[config.mk]
export PLATFORM = sky130hd
export DESIGN_NAME = spi_result_serializer
export DESIGN_NICKNAME = d
export VERILOG_FILES = /design/src/rtl/ser_pkg.sv /design/src/rtl/ser_edge_detect.sv /design/src/rtl/ser_shadow.sv /design/src/rtl/ser_ctrl.sv /design/src/rtl/spi_result_serializer.sv
export SDC_FILE = /design/constraint.sdc
export NUM_CORES = 1
export LEC_CHECK = 0
export BUFFER_PORTS_ARGS = -buffer_cell sky130_fd_sc_hd__buf_4
export CAP_MARGIN = 5
export CORE_UTILIZATION = 44
export DETAILED_ROUTE_END_ITERATION = 10
export GPL_TIMING_DRIVEN = 0
export HOLD_SLACK_MARGIN = 0.15
export PLACE_DENSITY = 0.68
export SYNTH_ARGS = -nofsm -noshare
export SYNTH_HDL_FRONTEND = slang
export SYNTH_HIERARCHICAL = 1
export SYNTH_SLANG_ARGS = --single-unit
[constraint.sdc]
create_clock -name clk -period 2.8 [get_ports clk]
set_clock_uncertainty 0.1 [all_clocks]
set_input_delay 0.56 -clock clk [delete_from_list [all_inputs] [get_ports clk]]
set_output_delay 0.56 -clock clk [all_outputs]
set_load 0.05 [all_outputs]
[src/rtl/ser_pkg.sv]
package ser_pkg;
   typedef enum logic [1:0] {
      ST_IDLE = 2'd0,
      ST_SEND = 2'd1,
      ST_HOLD = 2'd2
   } ser_state_t;
endpackage : ser_pkg

[src/rtl/ser_edge_detect.sv]
// Finds the launch edge of the synchronized host clock.
module ser_edge_detect #(
   parameter bit LAUNCH_ON_FALL = 1'b1
) (
   input  logic clk,
   input  logic rst_n,
   input  logic sclk_lvl,
   output logic launch
);
   logic sclk_prev;

   always_ff @(posedge clk or negedge rst_n) begin
      if (!rst_n) sclk_prev <= 1'b0;
      else        sclk_prev <= sclk_lvl;
   end

   generate
      if (LAUNCH_ON_FALL) begin : g_fall
         assign launch = sclk_prev & ~sclk_lvl;
      end else begin : g_rise
         assign launch = ~sclk_prev & sclk_lvl;
      end
   endgenerate
endmodule : ser_edge_detect

[src/rtl/ser_shadow.sv]
// Snapshot register that doubles as the output shifter, plus bit counter.
module ser_shadow #(
   parameter int TOTAL = 160
) (
   input  logic             clk,
   input  logic             rst_n,
   input  logic             load,
   input  logic [TOTAL-1:0] load_vec,
   input  logic             advance,
   output logic             head_bit,
   output logic             at_last
);
   localparam int CW = (TOTAL > 1) ? $clog2(TOTAL) : 1;
   localparam logic [CW-1:0] LAST = CW'(TOTAL - 1);

   generate
      if (TOTAL < 2) begin : g_bad_total
         $error("ser_shadow: TOTAL must be at least 2");
      end
   endgenerate

   logic [TOTAL-1:0] shreg;
   logic [CW-1:0]    bit_cnt;

   always_ff @(posedge clk or negedge rst_n) begin
      if (!rst_n) begin
         shreg   <= '0;
         bit_cnt <= '0;
      end else if (load) begin
         shreg   <= load_vec;
         bit_cnt <= '0;
      end else if (advance) begin
         shreg   <= {shreg[TOTAL-2:0], 1'b0};
         bit_cnt <= bit_cnt + 1'b1;
      end
   end

   assign head_bit = shreg[TOTAL-1];
   assign at_last  = (bit_cnt == LAST);

   // the position counter never runs past the final bit
   p_cnt_bound_r4: assert property (@(posedge clk) disable iff (!rst_n)
      bit_cnt <= LAST);
endmodule : ser_shadow

[src/rtl/ser_ctrl.sv]
// Sequencer: idle -> send -> hold, with abort on chip select.
module ser_ctrl
   import ser_pkg::*;
(
   input  logic clk,
   input  logic rst_n,
   input  logic calc_done,
   input  logic drain_en,
   input  logic cs_n,
   input  logic launch,
   input  logic at_last,
   output logic load,
   output logic advance,
   output logic busy,
   output logic done
);
   ser_state_t state;
   logic       start_ok;

   assign start_ok = calc_done & drain_en & ~cs_n;
   assign load     = (state == ST_IDLE) & start_ok;
   assign advance  = (state == ST_SEND) & ~cs_n & launch & ~at_last;
   assign busy     = (state == ST_SEND);

   always_ff @(posedge clk or negedge rst_n) begin
      if (!rst_n) begin
         state <= ST_IDLE;
         done  <= 1'b0;
      end else begin
         done <= 1'b0;
         case (state)
            ST_IDLE: if (start_ok) state <= ST_SEND;
            ST_SEND: begin
               if (cs_n) begin
                  state <= ST_IDLE;
               end else if (launch && at_last) begin
                  state <= ST_HOLD;
                  done  <= 1'b1;
               end
            end
            ST_HOLD: if (cs_n || !drain_en) state <= ST_IDLE;
            default: state <= ST_IDLE;
         endcase
      end
   end

   // a transfer begins only after all start conditions were present
   p_start_gate_r2: assert property (@(posedge clk) disable iff (!rst_n)
      $rose(busy) |-> $past(calc_done && drain_en && !cs_n));

   // chip select high always ends an active transfer
   p_abort_r8: assert property (@(posedge clk) disable iff (!rst_n)
      (busy && cs_n) |=> !busy);

   // completion pulse lasts one cycle
   p_done_pulse_r7: assert property (@(posedge clk) disable iff (!rst_n)
      done |=> !done);

   // completion only ever follows an active transfer
   p_done_src_r7: assert property (@(posedge clk) disable iff (!rst_n)
      done |-> ($past(busy) && !busy));
endmodule : ser_ctrl

[src/rtl/spi_result_serializer.sv]
module spi_result_serializer #(
   parameter int ROWS           = 4,
   parameter int COLS           = 4,
   parameter int DW             = 10,
   parameter bit LAUNCH_ON_FALL = 1'b1
) (
   input  logic                     clk,
   input  logic                     rst_n,
   input  logic [ROWS*COLS*DW-1:0]  result_bus,
   input  logic                     calc_done,
   input  logic                     drain_en,
   input  logic                     sclk_s,
   input  logic                     cs_n_s,
   output logic                     miso,
   output logic                     tx_done
);
   localparam int NWORDS = ROWS * COLS;
   localparam int TOTAL  = NWORDS * DW;

   generate
      if (ROWS < 1 || COLS < 1) begin : g_bad_grid
         $error("spi_result_serializer: grid dimensions must be positive");
      end
      if (DW < 1) begin : g_bad_width
         $error("spi_result_serializer: word width must be positive");
      end
   endgenerate

   // Reorder: element 0 lands in the top bits so it leaves first, MSB first.
   logic [TOTAL-1:0] snap_vec;
   generate
      for (genvar k = 0; k < NWORDS; k++) begin : g_pack
         assign snap_vec[TOTAL-1-k*DW -: DW] = result_bus[k*DW +: DW];
      end
   endgenerate

   logic launch, load, advance, busy, head_bit, at_last;

   ser_edge_detect #(.LAUNCH_ON_FALL(LAUNCH_ON_FALL)) u_edge (
      .clk      (clk),
      .rst_n    (rst_n),
      .sclk_lvl (sclk_s),
      .launch   (launch)
   );

   ser_ctrl u_ctrl (
      .clk       (clk),
      .rst_n     (rst_n),
      .calc_done (calc_done),
      .drain_en  (drain_en),
      .cs_n      (cs_n_s),
      .launch    (launch),
      .at_last   (at_last),
      .load      (load),
      .advance   (advance),
      .busy      (busy),
      .done      (tx_done)
   );

   ser_shadow #(.TOTAL(TOTAL)) u_shadow (
      .clk      (clk),
      .rst_n    (rst_n),
      .load     (load),
      .load_vec (snap_vec),
      .advance  (advance),
      .head_bit (head_bit),
      .at_last  (at_last)
   );

   assign miso = busy & head_bit;

   // without a launch edge inside a running transfer, the line holds
   p_miso_stable_r5: assert property (@(posedge clk) disable iff (!rst_n)
      (busy && $past(busy) && !$past(launch)) |-> $stable(miso));

   // a completion pulse is never accompanied by data on the line
   p_quiet_after_r3: assert property (@(posedge clk) disable iff (!rst_n)
      tx_done |-> !miso);
endmodule : spi_result_serializer

* Yosys cells after proc, flatten, opt, wreduce, memory -nomap -nowiden
Cells that the tools add are included.
Storage, ports and cells: input port bits 166, logic and storage cells 41, output and inout port bits 2, bits in registers 172
Cells by class: bitwise logic cells 11, equal/unequal tests 6, $add $sub $neg 1, multiplexer cells 12, reduce and logical (&&, ||, !) cells 6
Operators by type and width (number):
- $mux W160 | 2
- $mux W8 | 2
- $add A8 B1 Y8 const B | 1
- $and A1 B1 Y1 | 8
- $eq A8 B8 Y1 const B | 1
- $mux W2 | 4
- $pmux W2 S3 | 1
- $ne A2 B1 Y1 const B | 2
- $mux W1 | 3
- $ne A3 B2 Y1 const B | 1
- $not A1 Y1 | 3
- $reduce_and A3 Y1 | 1
- $eq A2 B1 Y1 const B | 1
- $eq A2 B2 Y1 const B | 1
- $logic_not A2 Y1 | 1
- $reduce_bool A2 Y1 | 1
- $logic_and A1 B1 Y1 | 1
- $logic_not A1 Y1 | 1
- $logic_or A1 B1 Y1 | 1

* Logic depth before layout (Yosys ltp)
Gate-level depths: netlist (run 1).
word-level depth 6, mapped depth 9, depth with buffers taken out 7

* By module
Netlist (run 1), hierarchy kept.
By module, submodules not included:
- ser_shadow | seq. area each 4204.0 sq um, cells an instance 733, instances 1, area each 7668.6 sq um
- ser_ctrl | seq. area each 75.1 sq um, cells an instance 14, instances 1, area each 157.7 sq um
- ser_edge_detect | seq. area each 25.0 sq um, cells an instance 2, instances 1, area each 38.8 sq um
- spi_result_serializer | seq. area each 0.0 sq um, cells an instance 1, instances 1, area each 6.3 sq um

* Worst setup path before layout (run 1)
OpenSTA, ideal clock, no wires.
kind input to register, from input cs_n_s, to register u_shadow.shreg[101], buffers on the path 3, path slack 631 ps, required time 2567 ps, data arrival time 1936 ps, setup time 133 ps, stages 7, path through or3b_1 nor3b_2 buf_2 buf_2 buf_4 mux2i_1 o21ai_0
Between the ends: word-level cells in the longest chain between the ends 5, elaborated cells between the ends (all ways) 8, classes of those cells mux (1); bitwise (6); reduce/logical (1)
Ends and longest elaborated chain:
- start, declared | line spi_result_serializer.sv:13 | input logic cs_n_s,
- $not A1 Y1 | line ser_ctrl.sv:22 | assign advance = (state == ST_SEND) & ~cs_n & launch & ~at_last;
- $and A1 B1 Y1 (3 in series) | line ser_ctrl.sv:22
- net advance | line spi_result_serializer.sv:37 | logic launch, load, advance, busy, head_bit, at_last;
- $reduce_bool A2 Y1 (no source line)
- end signal, assigned | line ser_shadow.sv:30 | shreg <= load_vec;
- end signal, assigned | line ser_shadow.sv:33 | shreg <= {shreg[TOTAL-2:0], 1'b0};
- end, declared | line ser_shadow.sv:22 | logic [TOTAL-1:0] shreg;
The timed path passes the listed nets, and every way through them passes these cells. A chain may end at the register's enable or synchronous reset.

* Worst setup path after layout (run 1)
from register u_ctrl.state[0], to register u_shadow.shreg[106]
Between the ends: elaborated cells between the ends (all ways) 8, classes of those cells eq/ne (1); mux (1); bitwise (4); reduce/logical (2)
RTL lines:
- start, declared | line ser_ctrl.sv:17 | ser_state_t state;
- start signal, assigned | line ser_ctrl.sv:27 | state <= ST_IDLE;
- start signal, assigned | line ser_ctrl.sv:32 | ST_IDLE: if (start_ok) state <= ST_SEND;
- start signal, assigned | line ser_ctrl.sv:35 | state <= ST_IDLE;
- $logic_not A2 Y1 (*) | line ser_ctrl.sv:21 | assign load = (state == ST_IDLE) & start_ok;
- $and A1 B1 Y1 (*) | line ser_ctrl.sv:21
- net load | line spi_result_serializer.sv:37
- $mux W160 / $reduce_bool A2 Y1 (equally long branches)
Mark *: on every way through the listed nets, which the timed path passes. The rest lies on a longest branch.

==> metrics.txt, run 1 <==
GRT Overall Usage=19.1%; DP HPWL=12200 um; Layout Nets=1105; CP Launch Type=register; Pre-Repair DR Iteration Count=6; antenna violations before repair=0; status=finished clean; fin. max-slew vios=0; syn nets=917; Worst R2R End=u_shadow/shreg[106]$_DFFE_PN0P_; Initial Utilization=about 45%; Static Leakage=4.11 nW; DIE AREA=18400 sq um; Syn Inst Count=750; RR Startpoint=u_ctrl/state[0]$_DFFE_PN0P_; number of H-tree levels=4; Max Cap Viol=0; unrepaired setup endpoints after global routing=false; grt ovf=0; First DRT Iteration DRCs=285; setup repair bufs after CTS=0; Final WS setup=357 ps; CTS tree=built; r2r worst-path depth=7; hold depth=1; Core ar.=17400 sq um; Fin. Hold Viols=0; fmax=409 MHz; crit path DAT=2680 ps; pre-CTS setup slack=134 ps; Max stage delay cell, worst path=clkbuf_1; CTS max path bufs=2; hold_buf cts=1; Yosys warnings=6; endpoints failing setup=0; Async SR Flop Fraction=100%; Period Utilization, post-route=between 80% and 90%; CP endpoint kind=register; Clock Sinks=about 170; R2R setup slack=360 ps; Yosys cell types=30; number of gates resized after cts=0; die width=136 um; Clock Latency Late Sink=420 ps; relative slew slack=39.7%; DR WL/cell=14.4 um; IO Pins=168; port bufs=167; most frequent cells in the layout=buf_4, dfrtp_1, nand2_1, o21ai_0, mux2i_1; crit-path cells=nand4bb_1 -> nor2_1 -> buf_2 -> clkbuf_1 -> clkbuf_1 -> nand2_1 -> o21ai_0; power per cell area=660 nW/um^2; # DRC=0; final cell count without fillers=about 1.2k; vias=slightly below 6k; min-delay src=sclk_s; crit-path max FO=10; #FFs+latches synth=around 170; main flop type after synthesis=dfrtp_1; top cell family by delay on the critical path=buffers and inverters; Most common cell on crit path=clkbuf_1; Final TNS setup=0 ps; layout cells sized above 1=23.8%; Post-synth EDFFs=0; hold crit path type=in2reg; commonest non-fill, non-tap cell in the layout=buf_4; buffer and inverter count on the worst path=3; worst hold endpoint=u_edge/sclk_prev$_DFF_PN0_; vias per cell=5.05; required time of the critical path=3040 ps; post-synthesis sequential area ratio=54.7%; Placed Instances=around 1.1k; CTS root buf=clkbuf_16; peak supply drop=0.418 mV; synth-to-layout area growth=27.7%; Slew @ Worst Pin=904 ps; synthesized area=7870 sq um; chip height=around 140 um; total detailed-routing wirelength=~17000 um; CTS buffer count=17; crit path kind=reg2reg; largest net degree at the start of global routing=98; first-pass GRT wire length=27300 um; Avg Cell Area, Syn=between 10 and 15 sq um; Placer Congestion=0.771; clock-pin transition on the worst setup and hold timing paths=70 ps; ANT nets after route=0; Antenna diodes=0; min Tclk post-route=2440 ps; vias in the first global route=between 5k and 6k; # rows=48; CP peak stage delay=between 600 and 700 ps
[metal layers]
metal  up-vias  share of wire, %  global-route usage (%)  routed length (um)
li1       2969                 -                       -                   -
met1      2800                48                    25.9                8170
met2       145                45                    30.2                7630
met3        20               5.2                    4.38                 872
met4         0               1.4                    6.37                 244
met5         -                 0                       0                   0
[per-stage QoR]
| stage | power (W) | area [sq um] | util (%) | hold WS (ps) |
|---|---|---|---|---|
| floorplan | 0.00388 | 7870 | - | 164 |
| global placement | 0.00427 | 9410 | 54.2 | 441 |
| detailed placement | 0.00433 | 9440 | 54.4 | 445 |
| CTS | 0.00671 | 10000 | 57.9 | 151 |
| global route | 0.00699 | 10000 | 57.9 | 152 |
| finish | 0.00663 | 10000 | 57.9 | 170 |
[worst register-to-register path, stage by stage, from the launching register on]
cell and delay [ps]:
dfrtp_1 410, nand4bb_1 230, nor2_1 120, buf_2 170, clkbuf_1 690, clkbuf_1 440
nand2_1 110, o21ai_0 100
[where the power goes]
group          switching (W)  total, W  internal [W]
Combinational       0.000447  0.000948      0.000501
Sequential          0.000290   0.00333       0.00304
Clock               0.000999   0.00235       0.00135
[logic make-up after synthesis]
family / after synthesis / share of synthesized area, %
and+or+nand+nor: 187 / 9.95
DFF: 172 / 54.7
AOI/OAI and AO/OA: 170 / 10.9
muxes: 160 / 20.3
buffers and inverters: 56 / 3.48
xor gates and xnor gates: 4 / 0.445
adders and majority gates: 1 / 0.159
[Yosys cell counts, types with 2 or more instances]
cell type	n	area share, %
or3_2	2	0.19
buf_4	15	1.4
nand4bb_1	2	0.29
xor2_1	3	0.33
dfrtp_1	172	55
nand2_1	162	7.7
and2_1	2	0.16
clkbuf_1	35	1.7
nor2b_1	2	0.16
o21ai_0	162	10
mux2i_1	160	20
buf_2	6	0.38
a21oi_1	4	0.25
nor2_1	7	0.33
[state kept, by name (all words and copies together) (netlist names)]
register          flops
u_ctrl/done           1
u_ctrl/state          2
u_edge/sclk_prev      1
u_shadow/shreg      160
u_shadow/bit_cnt      8
[how the worst max path moves through the flow]
| stage | end | depth (start not counted) | start |
|---|---|---|---|
| 6_report | u_shadow/shreg[106]$_DFFE_PN0P_ | 7 | u_ctrl/state[0]$_DFFE_PN0P_ |
| 5_1_grt | u_shadow/shreg[106]$_DFFE_PN0P_ | 7 | u_ctrl/state[0]$_DFFE_PN0P_ |
| 4_1_cts | u_shadow/shreg[88]$_DFFE_PN0P_ | 7 | u_ctrl/state[0]$_DFFE_PN0P_ |
| 3_5_place_dp | u_shadow/shreg[88]$_DFFE_PN0P_ | 8 | cs_n_s |
| 3_3_place_gp | u_shadow/shreg[111]$_DFFE_PN0P_ | 1 | rst_n |
| 2_1_floorplan | u_shadow/shreg[101]$_DFFE_PN0P_ | 7 | cs_n_s |
[cell type report]
class                      count  area [sq um]
clock buffer                  18           439
clock inverter                14           158
buffer                        56           274
tap                          225           282
timing repair buffer         169          1300
multi-input combinational    522          3290
sequential                   172          4300
fill                        1531          7310
Power figures use the tool's default switching activity.
==> inputs of run 2 (changes only) <==
==> constraint.sdc (replaced) <==
create_clock -name clk -period 2.6 [get_ports clk]
set_clock_uncertainty 0.1 [all_clocks]
set_input_delay 0.52 -clock clk [delete_from_list [all_inputs] [get_ports clk]]
set_output_delay 0.52 -clock clk [all_outputs]
set_load 0.05 [all_outputs]
==> metrics.txt, run 2 (synthesized netlist as in run 1, its figures left out) <==
Layout Nets=approximately 1.1k; number of H-tree levels=4; First DRT Iteration DRCs=263; unrepaired setup endpoints after global routing=false; Placed Instances=around 1.1k; largest register by flop count=u_shadow/shreg; Final TNS setup=0 ps; peak supply drop=0.449 mV; vias in the first global route=5813; power per cell area=709 nW/um^2; CP endpoint kind=register; flip-flop and latch area=between 4000 and 5000 sq um; sequential share of power=50.2%; CTS max path bufs=2; hold crit path type=in2reg; GRT Overall Usage=between 10% and 20%; switching power total=0.00187 W; port bufs=approximately 170; crit-path max FO=10; fin. max-slew vios=0; IO Pins=168; DIE AREA=18400 sq um; CP Launch Type=register; max reg flops=160; # DRC=0; synth-to-layout area growth=28.0%; DR WL/cell=approximately 14 um; total detailed-routing wirelength=around 17000 um; Final Total Pwr=0.00714 W; Max Cap Viol=0; CTS buffer count=17; DP HPWL=12200 um; area of the multi-input gates=approximately 3300 sq um; Antenna diodes=0; CTS tree=built; die width=136 um; Int Pwr=0.00527 W; clock-pin transition on the worst setup and hold timing paths=70 ps; final cell count without fillers=1178; min Tclk post-route=2400 ps; CTS root buf=clkbuf_16; setup repair bufs after CTS=0; grt ovf=0; Clock Latency Late Sink=420 ps; first-pass GRT wire length=about 27000 um; largest net degree at the start of global routing=98; Fillers=1528; Core ar.=17400 sq um; fmax=417 MHz; Comb power frac=14.3%; endpoints failing setup=0; vias per cell=5.05; antenna violations before repair=0; Initial Utilization=45.4%; vias=5947; commonest non-fill, non-tap cell in the layout=buf_4; status=finished clean; Fin. Hold Viols=0; crit path kind=reg2reg; Clock power frac=approximately 35%; Static Leakage=4.12 nW; switching power share of the total=26.2%; # rows=48; chip height=136 um; Clock Sinks=172; required time of the critical path=approximately 2800 ps; crit path DAT=around 2600 ps; Period Utilization, post-route=between 90% and 100%; Pre-Repair DR Iteration Count=5; Slew @ Worst Pin=707 ps; layout cells sized above 1=approximately a quarter; top flop regs=u_shadow/shreg: 160 flops, u_shadow/bit_cnt: 8 flops, u_ctrl/state: 2 flops; Placer Congestion=0.771; relative slew slack=52.9%; ANT nets after route=0; most frequent cells in the layout=buf_4, dfrtp_1, nand2_1, o21ai_0, mux2i_1
[run 2: final cells by class]
class / instances / area share (%)
clock inverters: 14 / 1.56
well taps: 225 / 2.79
flip-flops and latches: 172 / 42.7
repair buffers: 171 / 13.1
clock buffers: 18 / 4.36
multi-input cells: 522 / 32.7
plain buffers: 56 / 2.78
[run 2: final timing paths]
path / from / endpoint / slack [ps] / cells after the start
worst max-delay path: u_ctrl/state[0]$_DFFE_PN0P_ / u_shadow/shreg[106]$_DFFE_PN0P_ / 200 / 7
worst min-delay path: result_bus[12] / u_shadow/shreg[142]$_DFFE_PN0P_ / 200 / 3
max in group asynchronous: rst_n / u_shadow/bit_cnt[2]$_DFFE_PN0P_ / 980 / 3
worst min register to register: u_shadow/shreg[0]$_DFFE_PN0P_ / u_shadow/shreg[0]$_DFFE_PN0P_ / 460 / 2
min in group asynchronous: rst_n / u_shadow/shreg[22]$_DFFE_PN0P_ / 550 / 2
worst max register to register: u_ctrl/state[0]$_DFFE_PN0P_ / u_shadow/shreg[106]$_DFFE_PN0P_ / 200 / 7
[run 2: critical path, stage by stage (launching register included)]
cell	delay (ps)
dfrtp_1	410
nand4bb_1	230
nor2_1	120
buf_2	160
clkdlybuf4s15_1	660
clkbuf_1	430
nand2_1	110
o21ai_0	100
[run 2: what timing repair did]
item / in CTS / in global routing
hold buffers: 3 / 0
gates resized for setup: 0 / 2
hold endpoints to repair: 77 / 0
setup endpoints to repair: 0 / 7
[run 2: through the flow]
| stage | hold slack [ps] | area (sq um) | worst slack (ps) | util [%] |
|---|---|---|---|---|
| detailed placement | 428 | 9440 | -26.1 | 54.4 |
| global placement | 441 | 9410 | -59.6 | 54.2 |
| finish | 196 | 10100 | 200 | 58.0 |
| floorplan | 124 | 7870 | 471 | - |
| CTS | 181 | 10100 | 167 | 58.0 |
| global route | 196 | 10100 | 4.51 | 58.0 |
[run 2: power by group through the flow]
| stage | clock network, W | logic (W) | registers (W) |
|---|---|---|---|
| 2_1_floorplan | 0 | 0.000630 | 0.00354 |
| 5_1_grt | 0.00270 | 0.00117 | 0.00366 |
| 3_3_place_gp | 0 | 0.000989 | 0.00361 |
| 6_report | 0.00253 | 0.00102 | 0.00359 |
| 4_1_cts | 0.00260 | 0.00104 | 0.00359 |
| 3_5_place_dp | 0 | 0.00103 | 0.00363 |
[run 2: layer usage]
metal  vias to the layer above  wire length (um)  global-route usage [%]
met5                         -                 0                       0
met4                         0               231                    6.37
met3                        18               906                    4.38
met2                       151              7650                    30.3
met1                      2805              8160                    25.9
li1                       2973                 -                       -
